<file path="config.mk">
export PLATFORM = sky130hd
export DESIGN_NAME = sysclk_ratio_divider
export DESIGN_NICKNAME = d
export VERILOG_FILES = /design/src/rtl/sclkdiv_pkg.sv /design/src/rtl/sclkdiv_ctrl_reg.sv /design/src/rtl/sclkdiv_ratio_ctr.sv /design/src/rtl/sclkdiv_half_tap.sv /design/src/rtl/sysclk_ratio_divider.sv
export SDC_FILE = /design/constraint.sdc
export NUM_CORES = 1
export LEC_CHECK = 0
export BUFFER_PORTS_ARGS = -buffer_cell sky130_fd_sc_hd__clkbuf_2
export CAP_MARGIN = 10
export CORE_MARGIN = 3
export CORE_UTILIZATION = 30
export DETAILED_ROUTE_END_ITERATION = 7
export MAX_ROUTING_LAYER = met4
export SETUP_SLACK_MARGIN = 0.1
export SKIP_CTS_REPAIR_TIMING = 1
export SLEW_MARGIN = 20
export SYNTH_ARGS = -nofsm -noshare
export SYNTH_HDL_FRONTEND = slang
export SYNTH_SLANG_ARGS = --single-unit
</file>
<file path="constraint.sdc">
create_clock -name clk -period 7 [get_ports clk]
set_input_delay 0.35 -clock clk [delete_from_list [all_inputs] [get_ports clk]]
set_output_delay 0.35 -clock clk [all_outputs]
set_load 0.005 [all_outputs]
</file>
<file path="src/rtl/sclkdiv_pkg.sv">
package sclkdiv_pkg;

   typedef enum logic [1:0] {
      DOM_CORE = 2'd0,
      DOM_HBUS = 2'd1,
      DOM_PBUS = 2'd2,
      DOM_MEM  = 2'd3
   } dom_e;

   localparam int unsigned MAX_CODE  = 9;
   localparam int unsigned MAX_RATIO = 32;

   // ratio series: 1,2,3,4 then alternating 3*2^k and 2^k; codes above 9 clamp
   function automatic int unsigned code_to_ratio(input int unsigned code);
      int unsigned c;
      c = (code > MAX_CODE) ? MAX_CODE : code;
      if (c <= 3)
         return c + 1;
      else if ((c % 2) == 0)
         return 3 << ((c - 2) / 2);
      else
         return 1 << ((c + 1) / 2);
   endfunction

endpackage

</file>
<file path="src/rtl/sclkdiv_ctrl_reg.sv">
module sclkdiv_ctrl_reg #(
   parameter int REG_W  = 32,
   parameter int CE_BIT = 22
) (
   input  logic               clk,
   input  logic               rst_n,
   input  logic               wr_en,
   input  logic [REG_W/8-1:0] wr_strb,
   input  logic [REG_W-1:0]   wr_data,
   output logic [REG_W-1:0]   word_q,
   output logic               commit_q
);
   localparam int NBYTES = REG_W / 8;

   generate
      if (REG_W % 8 != 0) begin : g_bad_w
         $error("REG_W must be a whole number of bytes");
      end
      if (CE_BIT >= REG_W) begin : g_bad_ce
         $error("CE_BIT outside the control word");
      end
   endgenerate

   logic [REG_W-1:0] merged;

   generate
      for (genvar b = 0; b < NBYTES; b++) begin : g_byte
         assign merged[8*b +: 8] = (wr_en && wr_strb[b]) ? wr_data[8*b +: 8]
                                                         : word_q[8*b +: 8];

         p_byte_hold_r2: assert property (@(posedge clk) disable iff (!rst_n)
            !(wr_en && wr_strb[b]) |=> $stable(word_q[8*b +: 8]))
            else $error("unstrobed byte %0d changed", b);
      end
   endgenerate

   always_ff @(posedge clk) begin
      if (!rst_n) begin
         word_q   <= '0;
         commit_q <= 1'b0;
      end else begin
         word_q   <= merged;
         commit_q <= wr_en && merged[CE_BIT];
      end
   end

   p_commit_src_r9: assert property (@(posedge clk) disable iff (!rst_n)
      commit_q |-> word_q[CE_BIT])
      else $error("commit without stored change-enable");

endmodule

</file>
<file path="src/rtl/sclkdiv_ratio_ctr.sv">
module sclkdiv_ratio_ctr
   import sclkdiv_pkg::*;
#(
   parameter int CODE_W = 4,
   parameter int CNT_W  = 6
) (
   input  logic              clk,
   input  logic              rst_n,
   input  logic              stage_req,
   input  logic [CODE_W-1:0] code_in,
   output logic              tick
);
   generate
      if ((1 << CNT_W) <= MAX_RATIO) begin : g_bad_cnt
         $error("CNT_W too narrow for the largest ratio");
      end
   endgenerate

   logic [CNT_W-1:0]  cnt_q;
   logic [CNT_W-1:0]  ratio_q;
   logic [CODE_W-1:0] staged_q;
   logic              pend_q;
   logic [CNT_W-1:0]  staged_ratio;

   assign staged_ratio = CNT_W'(code_to_ratio(32'(staged_q)));
   assign tick         = (cnt_q == ratio_q - CNT_W'(1));

   always_ff @(posedge clk) begin
      if (!rst_n) begin
         cnt_q    <= '0;
         ratio_q  <= CNT_W'(1);
         staged_q <= '0;
         pend_q   <= 1'b0;
      end else begin
         if (tick) begin
            cnt_q <= '0;
            if (pend_q) begin
               ratio_q <= staged_ratio;
               pend_q  <= 1'b0;
            end
         end else begin
            cnt_q <= cnt_q + CNT_W'(1);
         end
         if (stage_req) begin
            staged_q <= code_in;
            pend_q   <= 1'b1;
         end
      end
   end

   p_cnt_bound_r3: assert property (@(posedge clk) disable iff (!rst_n)
      cnt_q < ratio_q)
      else $error("count escaped its ratio");

   p_ratio_legal_r4: assert property (@(posedge clk) disable iff (!rst_n)
      (ratio_q >= CNT_W'(1)) && (ratio_q <= CNT_W'(MAX_RATIO)))
      else $error("ratio outside table range");

   p_switch_at_term_r6: assert property (@(posedge clk) disable iff (!rst_n)
      !tick |=> $stable(ratio_q))
      else $error("ratio changed mid-period");

   p_pend_drop_r6: assert property (@(posedge clk) disable iff (!rst_n)
      (pend_q && tick && !stage_req) |=> !pend_q)
      else $error("pending update not consumed");

endmodule

</file>
<file path="src/rtl/sclkdiv_half_tap.sv">
module sclkdiv_half_tap (
   input  logic clk,
   input  logic rst_n,
   input  logic full_rate,
   output logic tick
);
   logic tgl_q;

   always_ff @(posedge clk) begin
      if (!rst_n) tgl_q <= 1'b0;
      else        tgl_q <= ~tgl_q;
   end

   assign tick = full_rate | tgl_q;

   p_alternate_r7: assert property (@(posedge clk) disable iff (!rst_n)
      (!full_rate && tick) |=> (full_rate || !tick))
      else $error("half tap pulsed twice in a row");

endmodule

</file>
<file path="src/rtl/sysclk_ratio_divider.sv">
module sysclk_ratio_divider
   import sclkdiv_pkg::*;
#(
   parameter int REG_W    = 32,
   parameter int CODE_W   = 4,
   parameter int NUM_DOM  = 4,
   parameter int CE_BIT   = 22,
   parameter int FULL_BIT = 21
) (
   input  logic               clk,
   input  logic               rst_n,
   input  logic               wr_en,
   input  logic [REG_W/8-1:0] wr_strb,
   input  logic [REG_W-1:0]   wr_data,
   output logic [REG_W-1:0]   rd_data,
   output logic [NUM_DOM-1:0] dom_en,
   output logic               half_tap_en
);
   localparam int CNT_W = $clog2(MAX_RATIO + 1);

   generate
      if (NUM_DOM * CODE_W > FULL_BIT) begin : g_bad_fields
         $error("code fields overlap the control flags");
      end
      if (FULL_BIT == CE_BIT) begin : g_bad_flags
         $error("flag bits must differ");
      end
   endgenerate

   logic [REG_W-1:0] word_q;
   logic             commit_q;

   sclkdiv_ctrl_reg #(.REG_W(REG_W), .CE_BIT(CE_BIT)) u_reg (
      .clk      (clk),
      .rst_n    (rst_n),
      .wr_en    (wr_en),
      .wr_strb  (wr_strb),
      .wr_data  (wr_data),
      .word_q   (word_q),
      .commit_q (commit_q)
   );

   assign rd_data = word_q;

   generate
      for (genvar d = 0; d < NUM_DOM; d++) begin : g_dom
         sclkdiv_ratio_ctr #(.CODE_W(CODE_W), .CNT_W(CNT_W)) u_ctr (
            .clk       (clk),
            .rst_n     (rst_n),
            .stage_req (commit_q),
            .code_in   (word_q[CODE_W*d +: CODE_W]),
            .tick      (dom_en[d])
         );
      end
   endgenerate

   sclkdiv_half_tap u_tap (
      .clk       (clk),
      .rst_n     (rst_n),
      .full_rate (word_q[FULL_BIT]),
      .tick      (half_tap_en)
   );

endmodule

</file>
# After elaboration in Yosys (flattened, before gate mapping)
# Cells that the tools add are included.
# totals
regBits	102
# classes
reduce_logical	21
mux	21
eq_ne	4
addsub	16
n_lt_le_gt_ge	8
n_shift	8
bitwise_logic	3
# ops
op	count
$le 32x2->1 const B	4
$logic_not 32->1	4
$sub 32x2->32 const B	4
$shl 1x31->6 const A	4
$shl 2x31->6 const A	4
$mux 6	8
$add 6x1->6 const B	4
$eq 6x6->1	4
$sub 6x1->6 const B	4
$add 4x1->5 const B	4
$gt 4x4->1 const B	4
$mux 4	4
$mux 1	8
$reduce_and 2->1	4
$reduce_bool 2->1	4
$reduce_or 2->1	4
$mux 7	1
$logic_and 1x1->1	5
$not 1->1	2
$or 1x1->1	1

# Depth between registers and ports, before layout
# depth
depth_word	6
ltp_mapped	11
ltp_nobuf	9

# Cells and area by module
# From an unflattened synthesis, not the netlist that was laid out.
# hier_totals
hier_cells	796
area_unflattened_um2	6592.6
# modules_own_cells
module	cells_each	instances	area_each_um2	seq_area_each_um2
sclkdiv_ratio_ctr at g_dom[0].u_ctr ...	160	3	1275.0	340.3
sclkdiv_ctrl_reg	155	1	1468.9	660.6
sclkdiv_ratio_ctr at g_dom[3].u_ctr	158	1	1263.7	340.3
sclkdiv_half_tap	3	1	35.0	20.0

# Least setup slack after synthesis
# OpenSTA, ideal clock, no wires.
# synth_timing
path_kind	flip-flop to flip-flop
from	register g_dom[0].u_ctr.staged_q[2]
to	register g_dom[0].u_ctr.ratio_q[5]
n_path_buf	1
setup_time_ps	70
t_arrival_ps	2327
stages_incl_launch_ff	10
setup_slack_ps	4602
period_less_slack_ps	2398
path_cell_list	dfxtp_1 > clkbuf_1 > nand2_1 > ha_1 > ha_1 > nand2b_1 > a2111oi_0 > a31oi_1 > or4b_1 > a21oi_1
# synth_via
elab_chain_cells	6
# synth_rtl
item	line	text
from (decl)	sclkdiv_ratio_ctr.sv:21	logic [CODE_W-1:0] staged_q;
from (signal assigned)	sclkdiv_ratio_ctr.sv:45	staged_q <= code_in;
$gt 4x4->1	sclkdiv_pkg.sv:16	c = (code > MAX_CODE) ? MAX_CODE : code;
$mux 4 (*)	sclkdiv_pkg.sv:16	
$sub 32x2->32 or $add 4x1->5 (tied branches)	sclkdiv_pkg.sv:20, sclkdiv_pkg.sv:18	
$shl 2x31->6 or $shl 1x31->6 (tied branches)	sclkdiv_pkg.sv:20, sclkdiv_pkg.sv:22	
$mux 6	sclkdiv_pkg.sv:19	else if ((c % 2) == 0)
$mux 6 (*)	sclkdiv_pkg.sv:17	if (c <= 3)
to (signal assigned)	sclkdiv_ratio_ctr.sv:38	ratio_q <= staged_ratio;
to (decl)	sclkdiv_ratio_ctr.sv:20	logic [CNT_W-1:0] ratio_q;
# Mark *: on every way between the ends. The rest lies on a longest branch, timed or not.
# A chain may end at the register's enable or synchronous reset.

# Final worst setup path
# layout_timing
from	register g_dom[0].u_ctr.ratio_q[0]
to	output port dom_en[0]
# layout_via
elab_chain_cells	2
# layout_rtl
item	line	text
$sub 6x1->6	sclkdiv_ratio_ctr.sv:26	assign tick = (cnt_q == ratio_q - CNT_W'(1));
$eq 6x6->1	sclkdiv_ratio_ctr.sv:26	
to (decl)	sysclk_ratio_divider.sv:16	output logic [NUM_DOM-1:0] dom_en,
# No other way between the ends.

==> summary.md <==
| Metric | Value |
|---|---|
| Chip width | 147 um |
| Worst Path Required | 6.65 ns |
| Unrepaired setup endpoints after global routing | no |
| Syn-to-layout area delta | 14.0% |
| Leakage Power | 2.63 nW |
| WL/cell | 12.5 um |
| Outcome | finished clean |
| Largest net degree at the start of global routing | 68 |
| H-tree level count | 3 |
| Post-synthesis sequential area ratio | 34.5% |
| Startpoint class of the critical path | register |
| Most common cell in the netlist | dfxtp_1 |
| Number of enable flip-flop cells after synthesis | 0 |
| Crit Path Class | register to output port |
| Yosys top cell by area | dfxtp_1 |
| Synth unique cells | 73 |
| Die ar. | 21500 um2 |
| Core region area | 19100 um2 |
| Maximum clock frequency | 0.364 GHz |
| Worst r2r path cells | 9 |
| Worst hold start | wr_data[1] |
| Multi-input logic area | 3530 um2 |
| CP arrival | 2.39 ns |
| Slew headroom | 28.6% |
| Final setup violation count | 0 |
| Critical Path Fanout Max | 7 |
| #FFs+latches synth | 102 |
| Row cnt | 50 |
| CP Capture Type | output port |
| Pwr Density | 194 nW/um2 |
| Post-Route WL | 13000 um |
| Die Ht | 147 um |
| Commonest cells post-synth | dfxtp_1 (102), nor2_1 (71), a21oi_1 (63), nand2_1 (55), nand3_1 (50) |
| Clock Skews | 0.00649 ns |
| Vias in the first global route | 4870 |
| GRT Total Usage | 12.7% |
| FF-to-FF Start | g_dom[0].u_ctr.staged_q[3] |
| # fillers | 2025 |
| Routed Antenna Nets | 0 |
| Tmin final | 2.74 ns |
| Crit path from | g_dom[0].u_ctr.ratio_q[0] |
| Pre-Repair DR Iteration Count | 4 |
| Congestion Overflow GR | 0 |
| Final period util | 39.2% |
| IO Count | 76 |
| Least-Margin Pin Slew | 1.07 ns |
| Sequential cell area | 2040 um2 |
| Starting DRC count in detailed routing | 358 |
| Worst-case hold path end point | u_reg.word_q[1] |
| Final Util | 35.4% |
| Cells after Synth | 733 |
| Setup_tns | 0 ns |
| Max Cap Violations | 0 |
| Routability congestion estimate | 0.846 |
| Asr flop ratio synth | 0% |
| Top post-synthesis cells by area | dfxtp_1 (34%), ha_1 (5.9%), a21oi_1 (5.3%), nor2_1 (4.5%), xnor2_1 (4.4%) |
| Clk_lat worst skew | 0.35 ns |
| DPL Wire Length | 9360 um |
| Syn Nets | 800 |
| Root buf cell | clkbuf_16 |
| Synth warn | 0 |
| Final Slew Violations | 0 |
| Final #Nets | 840 |
| Final hold violation count | 0 |
| Via total after detailed routing | 5185 |
| Worst R2R Setup Slack | 4.32 ns |
| Fraction of layout cells with a size suffix above 1 | 13.5% |
| CTS tree | yes |
| N_diodes | 0 |
| WHS Path Cells | 3 |
| Worst IR Drop VDD | 111 uV |
| Clock Sinks | 102 |
| CTS Buf Count | 9 |
| First-pass GRT wire length | 23000 um |
| Reg-to-reg endpoint | g_dom[0].u_ctr.ratio_q[5] |
| Initial core utilization | 31.0% |
| Cell Area, Synth | 5920 um2 |
| Post-Syn Area per Cell | 8.08 um2 |
| IO Port Bufs | 75 |
| Post-DR vias/cell | 5.00 |
| Reg clk slew, reported paths | 0.07 ns |
| Yosys top cell area share | 34.5% |
| Ys flop type | dfxtp_1 |
| Max clock buf depth | 2 |
| Initial antenna violation count | 0 |
| Worst min-delay path class | primary input to register |
| DRC | 0 |
## layout by cell type, fill, tap and decap left out, types with 6 or more instances in the layout
cell / instances
a2111oi_0: 6
a21oi_1: 63
a311oi_1: 8
a31oi_1: 13
and2_1: 9
and3_1: 7
clkbuf_16: 9
clkbuf_2: 75
dfxtp_1: 102
ha_1: 28
inv_1: 38
mux2i_1: 21
nand2_1: 55
nand2b_1: 9
nand3_1: 50
nor2_1: 71
nor2b_1: 6
nor3_1: 10
nor3b_1: 13
o211ai_1: 6
o21ai_0: 27
o31ai_1: 8
xnor2_1: 30
xor2_1: 19
## per-layer routing
layer,part of all wire [%],track usage [%]
met5,0,-
met4,0.79,3.25
met3,4.1,2.55
met2,45,19.4
met1,50,17.3
## critical path, cell delays in order (launching register included)
cell,delay [ns]
dfxtp_1,0.39
inv_1,0.09
ha_1,0.24
and2_1,0.19
a211o_1,0.31
a32oi_1,0.47
nor2_1,0.19
clkbuf_2,0.17
## worst max-delay path by stage
stage | depth (start not counted) | end | slack [ns]
2_1_floorplan | 9 | g_dom[0].u_ctr.ratio_q[5] | 4.60
3_3_place_gp | 9 | g_dom[0].u_ctr.ratio_q[5] | 4.41
3_5_place_dp | 9 | g_dom[0].u_ctr.ratio_q[5] | 4.37
4_1_cts | 7 | dom_en[0] | 4.25
5_1_grt | 9 | g_dom[0].u_ctr.ratio_q[5] | 4.03
6_report | 7 | dom_en[0] | 4.26
## cells by family after synthesis
| family | after synthesis | synth area share [%] |
|---|---|---|
| xor gates and xnor gates | 49 | 7.24 |
| muxes | 21 | 3.55 |
| and+or+nand+nor | 262 | 22.4 |
| buffers and inverters | 86 | 5.93 |
| AOI/OAI and AO/OA | 185 | 20.5 |
| DFF | 102 | 34.5 |
| adders and majority gates | 28 | 5.91 |
## through the flow
step / area [um2] / power, mW / worst slack, ns / hold WS, ns / std cells
after floorplan: 5920 / 0.748 / 4.60 / 0.378 / 733
after global placement: 6430 / 0.794 / 4.41 / 0.391 / 1022
after detailed placement: 6430 / 0.795 / 4.37 / 0.397 / 1022
after CTS: 6760 / 1.34 / 4.25 / 0.207 / 1038
after global routing: 6760 / 1.39 / 4.03 / 0.226 / 1038
final: 6760 / 1.31 / 4.26 / 0.225 / 1038
## final cells by class
type | instances | area share, %
clock buffers | 13 | 4.15
well taps | 260 | 4.82
multi-input cells | 545 | 52.3
inverters | 39 | 2.17
clock inverters | 3 | 0.704
repair buffers | 76 | 5.67
flip-flops and latches | 102 | 30.2
## power breakdown
group | internal (mW) | switching [mW]
logic | 0.0619 | 0.0966
registers | 0.600 | 0.0201
clock network | 0.319 | 0.216
## registers in the layout (all words and copies together) (netlist names)
signal                flops
g_dom.u_ctr.pend_q        4
g_dom.u_ctr.staged_q     16
u_tap.tgl_q               1
u_reg.commit_q            1
g_dom.u_ctr.cnt_q        24
u_reg.word_q             32
g_dom.u_ctr.ratio_q      24
Note: power is estimated with default switching activity, not from simulation.
